===== src/rtl/au_pkg.sv =====
package au_pkg;

  localparam int unsigned DATA_W = 8;
  localparam int unsigned NIB_W  = DATA_W / 2;

  typedef logic [DATA_W-1:0] byte_t;
  typedef logic [NIB_W-1:0]  nib_t;

  // result byte plus flags, flag order c, v, z, n
  typedef struct packed {
    byte_t res;
    logic  c;
    logic  v;
    logic  z;
    logic  n;
  } au_out_t;

  function automatic logic f_is_digit(input nib_t d);
    return d <= nib_t'(9);
  endfunction

  function automatic logic f_bcd_byte(input byte_t b);
    return f_is_digit(b[DATA_W-1:NIB_W]) && f_is_digit(b[NIB_W-1:0]);
  endfunction

  function automatic logic f_is_zero(input byte_t b);
    return b == '0;
  endfunction

  // same operand signs, result sign differs
  function automatic logic f_add_ovf(input logic sa, input logic sb, input logic sr);
    return (sa ~^ sb) & (sa ^ sr);
  endfunction

  // operand signs differ, result sign differs from accumulator
  function automatic logic f_sub_ovf(input logic sa, input logic sb, input logic sr);
    return (sa ^ sb) & (sa ^ sr);
  endfunction

  // +6 correction on an add digit sum above nine
  function automatic logic [NIB_W+1:0] f_add_fix(input logic [NIB_W:0] s);
    logic [NIB_W+1:0] w;
    w = {1'b0, s};
    if (s > (NIB_W+1)'(9)) w = w + (NIB_W+2)'(6);
    return w;
  endfunction

  // -6 correction on a negative subtract digit difference
  function automatic nib_t f_sub_fix(input logic [NIB_W:0] d);
    nib_t w;
    w = d[NIB_W-1:0];
    if (d[NIB_W]) w = w - nib_t'(6);
    return w;
  endfunction

endpackage


===== src/rtl/au_add_path.sv =====
module au_add_path
  import au_pkg::*;
(
  input  byte_t   a_i,
  input  byte_t   b_i,
  input  logic    ci_i,
  input  logic    dec_i,
  output au_out_t y_o
);

  localparam int unsigned SW = DATA_W + 1;
  localparam int unsigned DW = NIB_W + 1;

  logic [SW-1:0]    bin_sum;
  logic [DW-1:0]    lo_sum;
  logic [DW:0]      lo_fix;
  logic             lo_spill;
  logic [DW-1:0]    hi_raw;
  logic [DW:0]      hi_fix;
  au_out_t          bin_y;
  au_out_t          dec_y;

  always_comb begin
    bin_sum  = {1'b0, a_i} + {1'b0, b_i} + SW'(ci_i);
    lo_sum   = {1'b0, a_i[NIB_W-1:0]} + {1'b0, b_i[NIB_W-1:0]} + DW'(ci_i);
    lo_fix   = f_add_fix(lo_sum);
    lo_spill = lo_fix > (DW+1)'(15);
    hi_raw   = {1'b0, a_i[DATA_W-1:NIB_W]} + {1'b0, b_i[DATA_W-1:NIB_W]} + DW'(lo_spill);
    hi_fix   = f_add_fix(hi_raw);
  end

  always_comb begin
    bin_y.res = bin_sum[DATA_W-1:0];
    bin_y.c   = bin_sum[DATA_W];
    bin_y.v   = f_add_ovf(a_i[DATA_W-1], b_i[DATA_W-1], bin_sum[DATA_W-1]);
    bin_y.z   = f_is_zero(bin_sum[DATA_W-1:0]);
    bin_y.n   = bin_sum[DATA_W-1];

    dec_y.res = {hi_fix[NIB_W-1:0], lo_fix[NIB_W-1:0]};
    dec_y.c   = hi_fix > (DW+1)'(15);
    dec_y.v   = f_add_ovf(a_i[DATA_W-1], b_i[DATA_W-1], hi_raw[NIB_W-1]);
    dec_y.z   = f_is_zero(bin_sum[DATA_W-1:0]);
    dec_y.n   = hi_raw[NIB_W-1];
  end

  assign y_o = dec_i ? dec_y : bin_y;

  always_comb begin
    AST_ADD_CARRY_CMP: assert (bin_y.c == ({1'b0, bin_y.res} < ({1'b0, a_i} + SW'(ci_i)))) else $error("add carry mismatch");
    if (f_bcd_byte(a_i) && f_bcd_byte(b_i)) begin
      AST_ADD_BCD_RANGE: assert (f_bcd_byte(dec_y.res)) else $error("decimal add digit out of range");
    end
  end

endmodule


===== src/rtl/au_sub_path.sv =====
module au_sub_path
  import au_pkg::*;
(
  input  byte_t   a_i,
  input  byte_t   b_i,
  input  logic    ci_i,
  input  logic    dec_i,
  output au_out_t y_o
);

  localparam int unsigned SW = DATA_W + 1;
  localparam int unsigned DW = NIB_W + 1;

  logic             borrow;
  logic [SW-1:0]    bin_diff;
  logic [DW-1:0]    lo_diff;
  logic [DW-1:0]    hi_diff;
  logic [DW-1:0]    hi_borrowed;
  nib_t             lo_adj;
  nib_t             hi_adj;
  au_out_t          flags_y;

  always_comb begin
    borrow      = ~ci_i;
    bin_diff    = {1'b0, a_i} - {1'b0, b_i} - SW'(borrow);
    lo_diff     = {1'b0, a_i[NIB_W-1:0]} - {1'b0, b_i[NIB_W-1:0]} - DW'(borrow);
    hi_diff     = {1'b0, a_i[DATA_W-1:NIB_W]} - {1'b0, b_i[DATA_W-1:NIB_W]};
    lo_adj      = f_sub_fix(lo_diff);
    hi_borrowed = lo_diff[NIB_W] ? hi_diff - DW'(1) : hi_diff;
    hi_adj      = f_sub_fix(hi_borrowed);
  end

  // flags are common to both modes
  always_comb begin
    flags_y.res = bin_diff[DATA_W-1:0];
    flags_y.c   = ~bin_diff[DATA_W];
    flags_y.v   = f_sub_ovf(a_i[DATA_W-1], b_i[DATA_W-1], bin_diff[DATA_W-1]);
    flags_y.z   = f_is_zero(bin_diff[DATA_W-1:0]);
    flags_y.n   = bin_diff[DATA_W-1];
  end

  always_comb begin
    y_o = flags_y;
    if (dec_i) y_o.res = {hi_adj, lo_adj};
  end

  always_comb begin
    AST_SUB_CARRY_CMP: assert (flags_y.c == ({1'b0, a_i} >= ({1'b0, b_i} + SW'(borrow)))) else $error("subtract carry mismatch");
    if (dec_i && f_bcd_byte(a_i) && f_bcd_byte(b_i)) begin
      AST_SUB_BCD_RANGE: assert (f_bcd_byte(y_o.res)) else $error("decimal subtract digit out of range");
    end
  end

endmodule


===== src/rtl/au_out_stage.sv =====
module au_out_stage
  import au_pkg::*;
#(
  parameter bit REG_OUT = 1'b1
) (
  input  logic    clk,
  input  logic    rst_n,
  input  logic    in_valid,
  input  au_out_t d_i,
  output logic    out_valid,
  output au_out_t q_o
);

  generate
    if (REG_OUT) begin : g_reg
      au_out_t q_r;
      logic    v_r;

      always_ff @(posedge clk) begin
        if (!rst_n) begin
          q_r <= '0;
          v_r <= 1'b0;
        end else begin
          v_r <= in_valid;
          if (in_valid) q_r <= d_i;
        end
      end

      assign q_o       = q_r;
      assign out_valid = v_r;

      AST_VALID_PIPE: assert property (@(posedge clk) disable iff (!rst_n) in_valid |=> out_valid) else $error("valid not forwarded");
      AST_IDLE_HOLD: assert property (@(posedge clk) disable iff (!rst_n) !in_valid |=> (!out_valid && $stable(q_o))) else $error("outputs moved while idle");
    end else begin : g_comb
      logic unused_clk;
      assign unused_clk = clk ^ rst_n;
      assign q_o        = in_valid ? d_i : '0;
      assign out_valid  = in_valid;
    end
  endgenerate

endmodule


===== src/rtl/bcd_addsub_unit.sv =====
module bcd_addsub_unit
  import au_pkg::*;
#(
  parameter bit REG_OUT = 1'b1
) (
  input  logic              clk,
  input  logic              rst_n,
  input  logic              in_valid,
  input  logic              op_sub,
  input  logic              dec_mode,
  input  logic [DATA_W-1:0] acc_in,
  input  logic [DATA_W-1:0] opnd_in,
  input  logic              carry_in,
  output logic              out_valid,
  output logic [DATA_W-1:0] result,
  output logic              carry_out,
  output logic              ovf_out,
  output logic              zero_out,
  output logic              neg_out
);

  au_out_t add_y;
  au_out_t sub_y;
  au_out_t sel_y;
  au_out_t q;

  au_add_path u_add (
    .a_i   (acc_in),
    .b_i   (opnd_in),
    .ci_i  (carry_in),
    .dec_i (dec_mode),
    .y_o   (add_y)
  );

  au_sub_path u_sub (
    .a_i   (acc_in),
    .b_i   (opnd_in),
    .ci_i  (carry_in),
    .dec_i (dec_mode),
    .y_o   (sub_y)
  );

  assign sel_y = op_sub ? sub_y : add_y;

  au_out_stage #(.REG_OUT(REG_OUT)) u_out (
    .clk       (clk),
    .rst_n     (rst_n),
    .in_valid  (in_valid),
    .d_i       (sel_y),
    .out_valid (out_valid),
    .q_o       (q)
  );

  assign result    = q.res;
  assign carry_out = q.c;
  assign ovf_out   = q.v;
  assign zero_out  = q.z;
  assign neg_out   = q.n;

  generate
    if (REG_OUT) begin : g_chk
      AST_BIN_ZERO_NEG: assert property (@(posedge clk) disable iff (!rst_n)
        (out_valid && !$past(dec_mode)) |-> ((zero_out == (result == '0)) && (neg_out == result[DATA_W-1])))
        else $error("binary zero/negative mismatch");
    end
  endgenerate

endmodule


===== config.mk =====
export PLATFORM = sky130hd
export DESIGN_NAME = bcd_addsub_unit
export DESIGN_NICKNAME = d
export VERILOG_FILES = /design/src/rtl/au_pkg.sv /design/src/rtl/au_add_path.sv /design/src/rtl/au_sub_path.sv /design/src/rtl/au_out_stage.sv /design/src/rtl/bcd_addsub_unit.sv
export SDC_FILE = /design/constraint.sdc
export NUM_CORES = 1
export LEC_CHECK = 0
export CAP_MARGIN = 10
export CORE_MARGIN = 5
export CORE_UTILIZATION = 55
export DETAILED_ROUTE_END_ITERATION = 10
export DONT_BUFFER_PORTS = 1
export PLACE_DENSITY_LB_ADDON = 0.08
export REMOVE_ABC_BUFFERS = 1
export SETUP_SLACK_MARGIN = 0.2
export SLEW_MARGIN = 30
export SYNTH_ARGS = -nofsm -noshare
export SYNTH_HDL_FRONTEND = slang
export SYNTH_SLANG_ARGS = --single-unit

===== constraint.sdc =====
create_clock -name clk -period 4.5 [get_ports clk]
set_clock_uncertainty 0.1 [all_clocks]
set_input_delay 0.675 -clock clk [delete_from_list [all_inputs] [get_ports clk]]
set_output_delay 0.675 -clock clk [all_outputs]
set_load 0.02 [all_outputs]

==> metrics.md, run 1 <==
| Metric | Value |
|---|---|
| Number of global-route vias before repair | slightly above 2000 |
| Depth of the CTS H-tree | 1 |
| Height of the die | around 76 um |
| Class of the worst hold path | reg2reg |
| Simple-gate share of the synthesized area | 0.182 |
| Setup Viol. Count Final | 0 |
| Total clock sinks | 13 |
| Main flop type after synthesis | sky130_fd_sc_hd__dfxtp_1 |
| Critical Path Start Type | input port |
| Unrepaired setup endpoints after global routing | no |
| Die Footprint | 5730 sq um |
| DRT iter0 DRCs | a little over 100 |
| Average size of a mapped cell | between 7 and 8 sq um |
| Non-filler instance count after layout | between 300 and 400 |
| Width of the die | about 76 um |
| Async set-reset flop share out of synthesis | 0 |
| Ant diodes | 0 |
| Post-synthesis compound-gate area fraction | 0.291 |
| Routed Antenna Nets | 0 |
| Critical path data required time | ~4.6 ns |
| Pins Over Slew Limit | 0 |
| Share of the cycle needed by the critical path after routing | 0.914 |
| Delay contributed by the slowest stage of the critical path | ~0.42 ns |
| Maximum clock rate | 243 MHz |
| Xor/xnor share of the synthesized area | 0.111 |
| Post-synthesis share of cell area spent on full adders, half adders and majority gates | 0.203 |
| Total negative setup slack | 0 ns |
| Seq cells post-synth | 13 |
| Routability-driven placement congestion ratio | approximately 0.9 |
| DR vias/cell | 5.90 |
| Worst-path clk slew | ~0.06 ns |
| Buffers from clock root to sink, at most | 2 |
| Maximum vdd drop | 83.4 uV |
| Critical path cell sequence | ha_1 -> nor2b_2 -> o21ba_2 -> or3_1 -> nand2_1 -> a21oi_1 -> o21a_1 -> fa_1 -> inv_1 -> fa_1 -> inv_1 -> ha_1 -> nand2_1 -> a31oi_2 -> mux2_2 -> a211oi_1 |
| Fraction of post-synthesis cell area in the top cell type by area | 0.153 |
| Layout area overhead | 3.84% |
| Sum of routed wire length over all layers | 5.73 mm |
| Per-cell routed wire length | 15.7 um |
| Total overflow reported by the global router | 0 |
| Port-buffer cells | 0 |
| Critical-path top delay cell | sky130_fd_sc_hd__fa_1 |
| Count of placed standard cells including taps | roughly 360 |
| Largest family of logic cells by synthesized area | compound AO/OA/AOI/OAI gates |
| Worst-Skew Late Latency | between 0.2 and 0.25 ns |
| Kind of end point of the critical path | register |
| Static leakage power | between 0.001 and 0.0015 uW |
| Area of combinational cells with multiple inputs | 1930 sq um |
| Number of enable-type register cells in the synthesized netlist | 0 |
| Leading area contributor after synthesis | sky130_fd_sc_hd__ha_1 |
| Global-route wire length before repair | 9.52 mm |
| Post-layout nets | 370 |
| Count of maximum capacitance violations | 0 |
| 1st-pass router iterations | 4 |
| Std-Cell Core Area | 4260 sq um |
| Number of antenna violations at the first check in global routing | 0 |
| Least-Margin Pin Slew | between 0.5 and 0.6 ns |
| Warnings from Yosys | 0 |
| GRT Overall Usage | 0.210 |
| Worst max-slew margin expressed relative to the limit | 0.597 |
| Worst hold margin | around 0.43 ns |
| Fillers | about 430 |
| Ratio of total power to cell area | around 270 nW/um^2 |
| Share of post-route cells with drive strength above 1 | 0.0897 |
| Outcome | completed |
| HPWL Detailed | 4.83 mm |
| Final hold viol count | 0 |
| Count of unique library cells instantiated by Yosys | 66 |
| Post-synthesis instance area | 2380 sq um |
| TritonCTS clock tree | built |
| Pin count of the biggest net entering global routing | 20 |
| Critical path type | in2reg |
| Cells taking the most area after synthesis | sky130_fd_sc_hd__ha_1 (15%), sky130_fd_sc_hd__dfxtp_1 (11%), sky130_fd_sc_hd__xnor2_1 (7.4%) |
| Signal arrival time at the worst endpoint | approximately 4.2 ns |
| Placement Rows | 24 |
| Multiplexer area fraction after synthesis | 0.0179 |
| Master cell of the clock root buffer | sky130_fd_sc_hd__clkbuf_8 |
| Worst Path Max Fanout | 5 |
| Share of synthesized area occupied by flip-flops and latches | 0.110 |
| Number of buffers created by CTS | 3 |
| Initial Utilization | 0.557 |
| Remaining DRCs | 0 |
| Vias | about 2100 |
| Total I/O pin count | 35 |
| Seq. cell area | about 260 sq um |
| Crit path time final | 4.11 ns |
| Count of mapped cells out of synthesis | between 300 and 400 |
-- what timing repair did --
action | CTS | global route
setup endpoints to repair | 0 | 2
resized for setup | 0 | 3
hold buffers | 0 | 0
buffers inserted | 0 | 1
-- area by class of cell --
class	instances	area share
Multi-Input combinational cell	253	0.781
Sequential cell	13	0.105
Inverter	39	0.0593
Tap cell	52	0.0264
Clock buffer	4	0.0183
Timing Repair Buffer	3	0.00913
-- state kept, by name (all words and copies together) (netlist names) --
name / cells
u_out.out_valid: 1
u_out.q_o: 12
-- logic make-up after synthesis --
family	Yosys count
compound gates	97
flops	13
mux	4
fa+ha+maj	35
xor+xnor	30
simple gates	87
buf+inv	49
-- cell usage after synthesis, types with 3 or more instances --
cell,number
sky130_fd_sc_hd__a211oi_1,3
sky130_fd_sc_hd__a21oi_1,22
sky130_fd_sc_hd__a31oi_1,8
sky130_fd_sc_hd__clkbuf_1,6
sky130_fd_sc_hd__dfxtp_1,13
sky130_fd_sc_hd__fa_1,6
sky130_fd_sc_hd__ha_1,29
sky130_fd_sc_hd__inv_1,36
sky130_fd_sc_hd__inv_2,3
sky130_fd_sc_hd__nand2_1,27
sky130_fd_sc_hd__nand2b_1,4
sky130_fd_sc_hd__nand3_1,3
sky130_fd_sc_hd__nor2_1,26
sky130_fd_sc_hd__nor2b_1,3
sky130_fd_sc_hd__nor3_1,4
sky130_fd_sc_hd__o21a_1,3
sky130_fd_sc_hd__o21ai_0,18
sky130_fd_sc_hd__o21bai_1,4
sky130_fd_sc_hd__o31ai_1,3
sky130_fd_sc_hd__or3_1,4
sky130_fd_sc_hd__xnor2_1,20
sky130_fd_sc_hd__xor2_1,10
-- per-stage QoR --
step / total power (uW) / util / cell area (sq um) / worst slack, ns
CTS: 668 / 0.573 / 2440 / 0.330
finish: 675 / 0.579 / 2470 / 0.385
floorplan: 481 / - / 2320 / 0.311
global placement: 560 / 0.563 / 2400 / 0.150
detailed placement: 565 / 0.563 / 2400 / 0.0725
global route: 736 / 0.579 / 2470 / 0.180
-- critical path, delay by kind of cell --
kind | cells | cell delay, ns
fa+ha+maj | 4 | 1.33
buf+inv | 2 | 0.19
compound gates | 5 | 0.85
simple gates | 4 | 0.78
mux | 1 | 0.36
-- layer usage --
layer / track usage / up-vias / part of all wire
met4: 0.0330 / 0 / 0.0037
met5: 0 / - / 0
li1: - / 1109 / -
met3: 0.0198 / 2 / 0.058
met1: 0.307 / 988 / 0.49
met2: 0.339 / 48 / 0.45
-- where the power goes --
part	switching, uW	internal [uW]
clock network	38.9	62.3
registers	22.9	128
logic	243	180
total	305	370
-- worst paths after layout --
kind	cells after the start	slack, ns	endpoint	start
max	16	0.39	u_out.q_o[10]	acc_in[1]
min	2	0.43	u_out.q_o[0]	u_out.q_o[0]
max reg2reg	3	3.03	u_out.q_o[1]	u_out.q_o[1]
min reg2reg	2	0.43	u_out.q_o[0]	u_out.q_o[0]
-- cell usage in the layout, fill, tap and decap left out, types with 3 or more instances in the layout --
| cell | count |
|---|---|
| sky130_fd_sc_hd__a211oi_1 | 3 |
| sky130_fd_sc_hd__a21oi_1 | 22 |
| sky130_fd_sc_hd__a31oi_1 | 7 |
| sky130_fd_sc_hd__buf_4 | 3 |
| sky130_fd_sc_hd__clkbuf_8 | 3 |
| sky130_fd_sc_hd__dfxtp_1 | 13 |
| sky130_fd_sc_hd__fa_1 | 5 |
| sky130_fd_sc_hd__ha_1 | 29 |
| sky130_fd_sc_hd__inv_1 | 36 |
| sky130_fd_sc_hd__inv_2 | 3 |
| sky130_fd_sc_hd__nand2_1 | 27 |
| sky130_fd_sc_hd__nand2b_1 | 4 |
| sky130_fd_sc_hd__nand3_1 | 3 |
| sky130_fd_sc_hd__nor2_1 | 26 |
| sky130_fd_sc_hd__nor2b_1 | 3 |
| sky130_fd_sc_hd__nor3_1 | 4 |
| sky130_fd_sc_hd__o21a_1 | 3 |
| sky130_fd_sc_hd__o21ai_0 | 18 |
| sky130_fd_sc_hd__o21bai_1 | 4 |
| sky130_fd_sc_hd__o31ai_1 | 3 |
| sky130_fd_sc_hd__or3_1 | 4 |
| sky130_fd_sc_hd__xnor2_1 | 20 |
| sky130_fd_sc_hd__xor2_1 | 9 |
(Power assumes the default switching activity.)
==> inputs of run 2 (changes only) <==
Clock period 4.5 ns to 3.4 ns, I/O delays scaled along.
==> metrics.md, run 2 (synthesized netlist as in run 1, its figures left out) <==
| Metric | Value |
|---|---|
| Share of post-route cells with drive strength above 1 | 0.288 (+0.198) |
| Total clock sinks | 13 (unchanged) |
| DRT iter0 DRCs | 130 (+29%) |
| Critical Path Start Type | input port |
| Buffers from clock root to sink, at most | 2 (unchanged) |
| Signal arrival time at the worst endpoint | 3.70 ns (-0.47 ns) |
| Crit path time final | 3.63 ns |
| Number of global-route vias before repair | 2284 (+13%) |
| Class of the worst hold path | in2reg |
| Routed Antenna Nets | 0 (unchanged) |
| Ant diodes | 0 (unchanged) |
| Failing checks | negative setup slack |
| Ratio of total power to cell area | 366 nW/um^2 (+34%) |
| Layout area overhead | 26.3% |
| Remaining DRCs | 0 (unchanged) |
| Critical path type | in2reg |
| HPWL Detailed | 5.21 mm (+7.7%) |
| Per-cell routed wire length | 15.9 um (+1.2%) |
| TritonCTS clock tree | built |
| Die Footprint | 5730 sq um (unchanged) |
| Met2 wire length | 3.08 mm (+20%) |
| Final setup margin | -0.230 ns (-0.615 ns) |
| Maximum vdd drop | 164 uV (+96%) |
| Critical path data required time | 3.47 ns (-1.09 ns) |
| Post-layout nets | 416 (+12%) |
| Worst-path clk slew | 0.06 ns (about the same) |
| 1st-pass router iterations | 4 (unchanged) |
| Height of the die | 75.7 um (unchanged) |
| Total overflow reported by the global router | 0 (unchanged) |
| Wire length the detailed router placed on met1 | 2.94 mm (+4.9%) |
| Master cell of the clock root buffer | sky130_fd_sc_hd__clkbuf_8 |
| Setup slack after placement | -0.767 ns (-0.840 ns) |
| DR vias/cell | 5.87 (-0.51%) |
| Worst max-slew margin expressed relative to the limit | 0.555 (-0.0423) |
| Count of maximum capacitance violations | 0 (unchanged) |
| Total Power | 1100 uW (+63%) |
| Least-Margin Pin Slew | 0.661 ns (+0.0628 ns) |
| Vias | 2406 (+12%) |
| Most frequent standard cell in the layout excluding fill and tap cells | sky130_fd_sc_hd__buf_4 |
| Largest register FFs | 12 (unchanged) |
| Maximum clock rate | approximately 280 MHz |
| Worst-Skew Late Latency | 0.24 ns (about the same) |
| Setup Viol. Count Final | 3 (+3) |
| Met3 wire length | 423 um (+27%) |
| Depth of the CTS H-tree | 1 (unchanged) |
| Outcome | finished with violations |
| Total I/O pin count | 35 (unchanged) |
| Final hold viol count | 0 (unchanged) |
| Number of antenna violations at the first check in global routing | 0 (unchanged) |
| Global-route wire length before repair | 10.7 mm (+12%) |
| Pins Over Slew Limit | 0 (unchanged) |
| Unrepaired setup endpoints after global routing | yes |
| Top library cells by usage in the layout, fill and taps aside | sky130_fd_sc_hd__buf_4 (47), sky130_fd_sc_hd__inv_1 (32), sky130_fd_sc_hd__ha_1 (26) |
| Worst Path Max Fanout | 5 (unchanged) |
| Kind of end point of the critical path | register |
| Std-Cell Core Area | 4260 sq um (unchanged) |
| DR top layer | met4 |
| Number of buffers created by CTS | 3 (unchanged) |
| Initial Utilization | 0.557 (unchanged) |
| Static leakage power | 0.00133 uW (+24%) |
| Reg-to-reg slack, setup | 1.99 ns (-1.04 ns) |
| Width of the die | 75.7 um (unchanged) |
| Placement Rows | 24 (unchanged) |
| Port-buffer cells | 0 (unchanged) |
| Share of the cycle needed by the critical path after routing | 1.07 |
| Sum of routed wire length over all layers | 6.53 mm (+14%) |
| GRT Overall Usage | 0.239 (+0.0288) |
| Pin count of the biggest net entering global routing | 20 (unchanged) |
| Routability-driven placement congestion ratio | 0.898 (-1.6%) |
## run 2: cell count changes in the layout (fill, tap and decap cells not counted), sizes merged
| cell | delta |
|---|---|
| buf | +46 |
| clkinvlp | +1 |
| inv | -1 |
## run 2: cell type report
cell class	count	area, sq um
clock buffer	4	45.0
fill	377	1260
tap	52	65.1
timing repair buffer	49	375
multi-input combinational	253	2100
sequential	13	260
inverter	39	150
## run 2: final timing paths
kind	start	endpoint	cells past startpoint
min	in_valid	u_out.q_o[6]	1
max reg2reg	u_out.q_o[1]	u_out.q_o[1]	3
max	acc_in[1]	u_out.q_o[11]	18
min reg2reg	u_out.q_o[5]	u_out.q_o[5]	2
## run 2: report_power, final
| group | total (uW) | internal, uW | switching [uW] |
|---|---|---|---|
| Combinational | 762 | 378 | 383 |
| Clock | 136 | 82.6 | 53.0 |
| Sequential | 200 | 169 | 30.5 |
## run 2: worst max-delay path, cell delays in order
cell	delay, ns
sky130_fd_sc_hd__ha_1	0.31
sky130_fd_sc_hd__nor2b_4	0.15
sky130_fd_sc_hd__o21ba_4	0.20
sky130_fd_sc_hd__or3_4	0.34
sky130_fd_sc_hd__nand2_2	0.08
sky130_fd_sc_hd__a21oi_2	0.05
sky130_fd_sc_hd__o21a_1	0.12
sky130_fd_sc_hd__fa_2	0.35
sky130_fd_sc_hd__inv_2	0.06
sky130_fd_sc_hd__fa_2	0.45
sky130_fd_sc_hd__buf_6	0.14
sky130_fd_sc_hd__nor2_2	0.08
sky130_fd_sc_hd__nand2_2	0.06
sky130_fd_sc_hd__buf_4	0.13
sky130_fd_sc_hd__o21bai_1	0.13
sky130_fd_sc_hd__a211o_1	0.17
sky130_fd_sc_hd__a21bo_2	0.23
sky130_fd_sc_hd__a21oi_2	0.12
## run 2: metal layers
layer / track usage / vias up
met4: 0.0466 / 0
li1: - / 1204
met1: 0.329 / 1103
met3: 0.0251 / 13
met2: 0.404 / 86
met5: 0 / -
## run 2: per-stage QoR
| stage | utilization | setup TNS, ns | cells | area [sq um] | hold WS, ns |
|---|---|---|---|---|---|
| 6_report | 0.704 | -0.635 | 410 | 3000 | 0.262 |
| 5_1_grt | 0.704 | -1.14 | 410 | 3000 | 0.267 |
| 4_1_cts | 0.689 | -0.658 | 409 | 2940 | 0.266 |
| 3_5_place_dp | 0.638 | -2.64 | 402 | 2720 | 0.431 |
| 3_3_place_gp | 0.638 | -2.28 | 402 | 2720 | 0.428 |
| 2_1_floorplan | - | -1.73 | 305 | 2320 | 0.415 |
## run 2: repair_timing
item	in CTS	in global routing
setup endpoints to repair	6	6
gates resized for setup	32	13
pin swaps	14	11
hold endpoints to repair	0	0
setup buffers	3	1
gates cloned	0	0
hold buffers	0	0
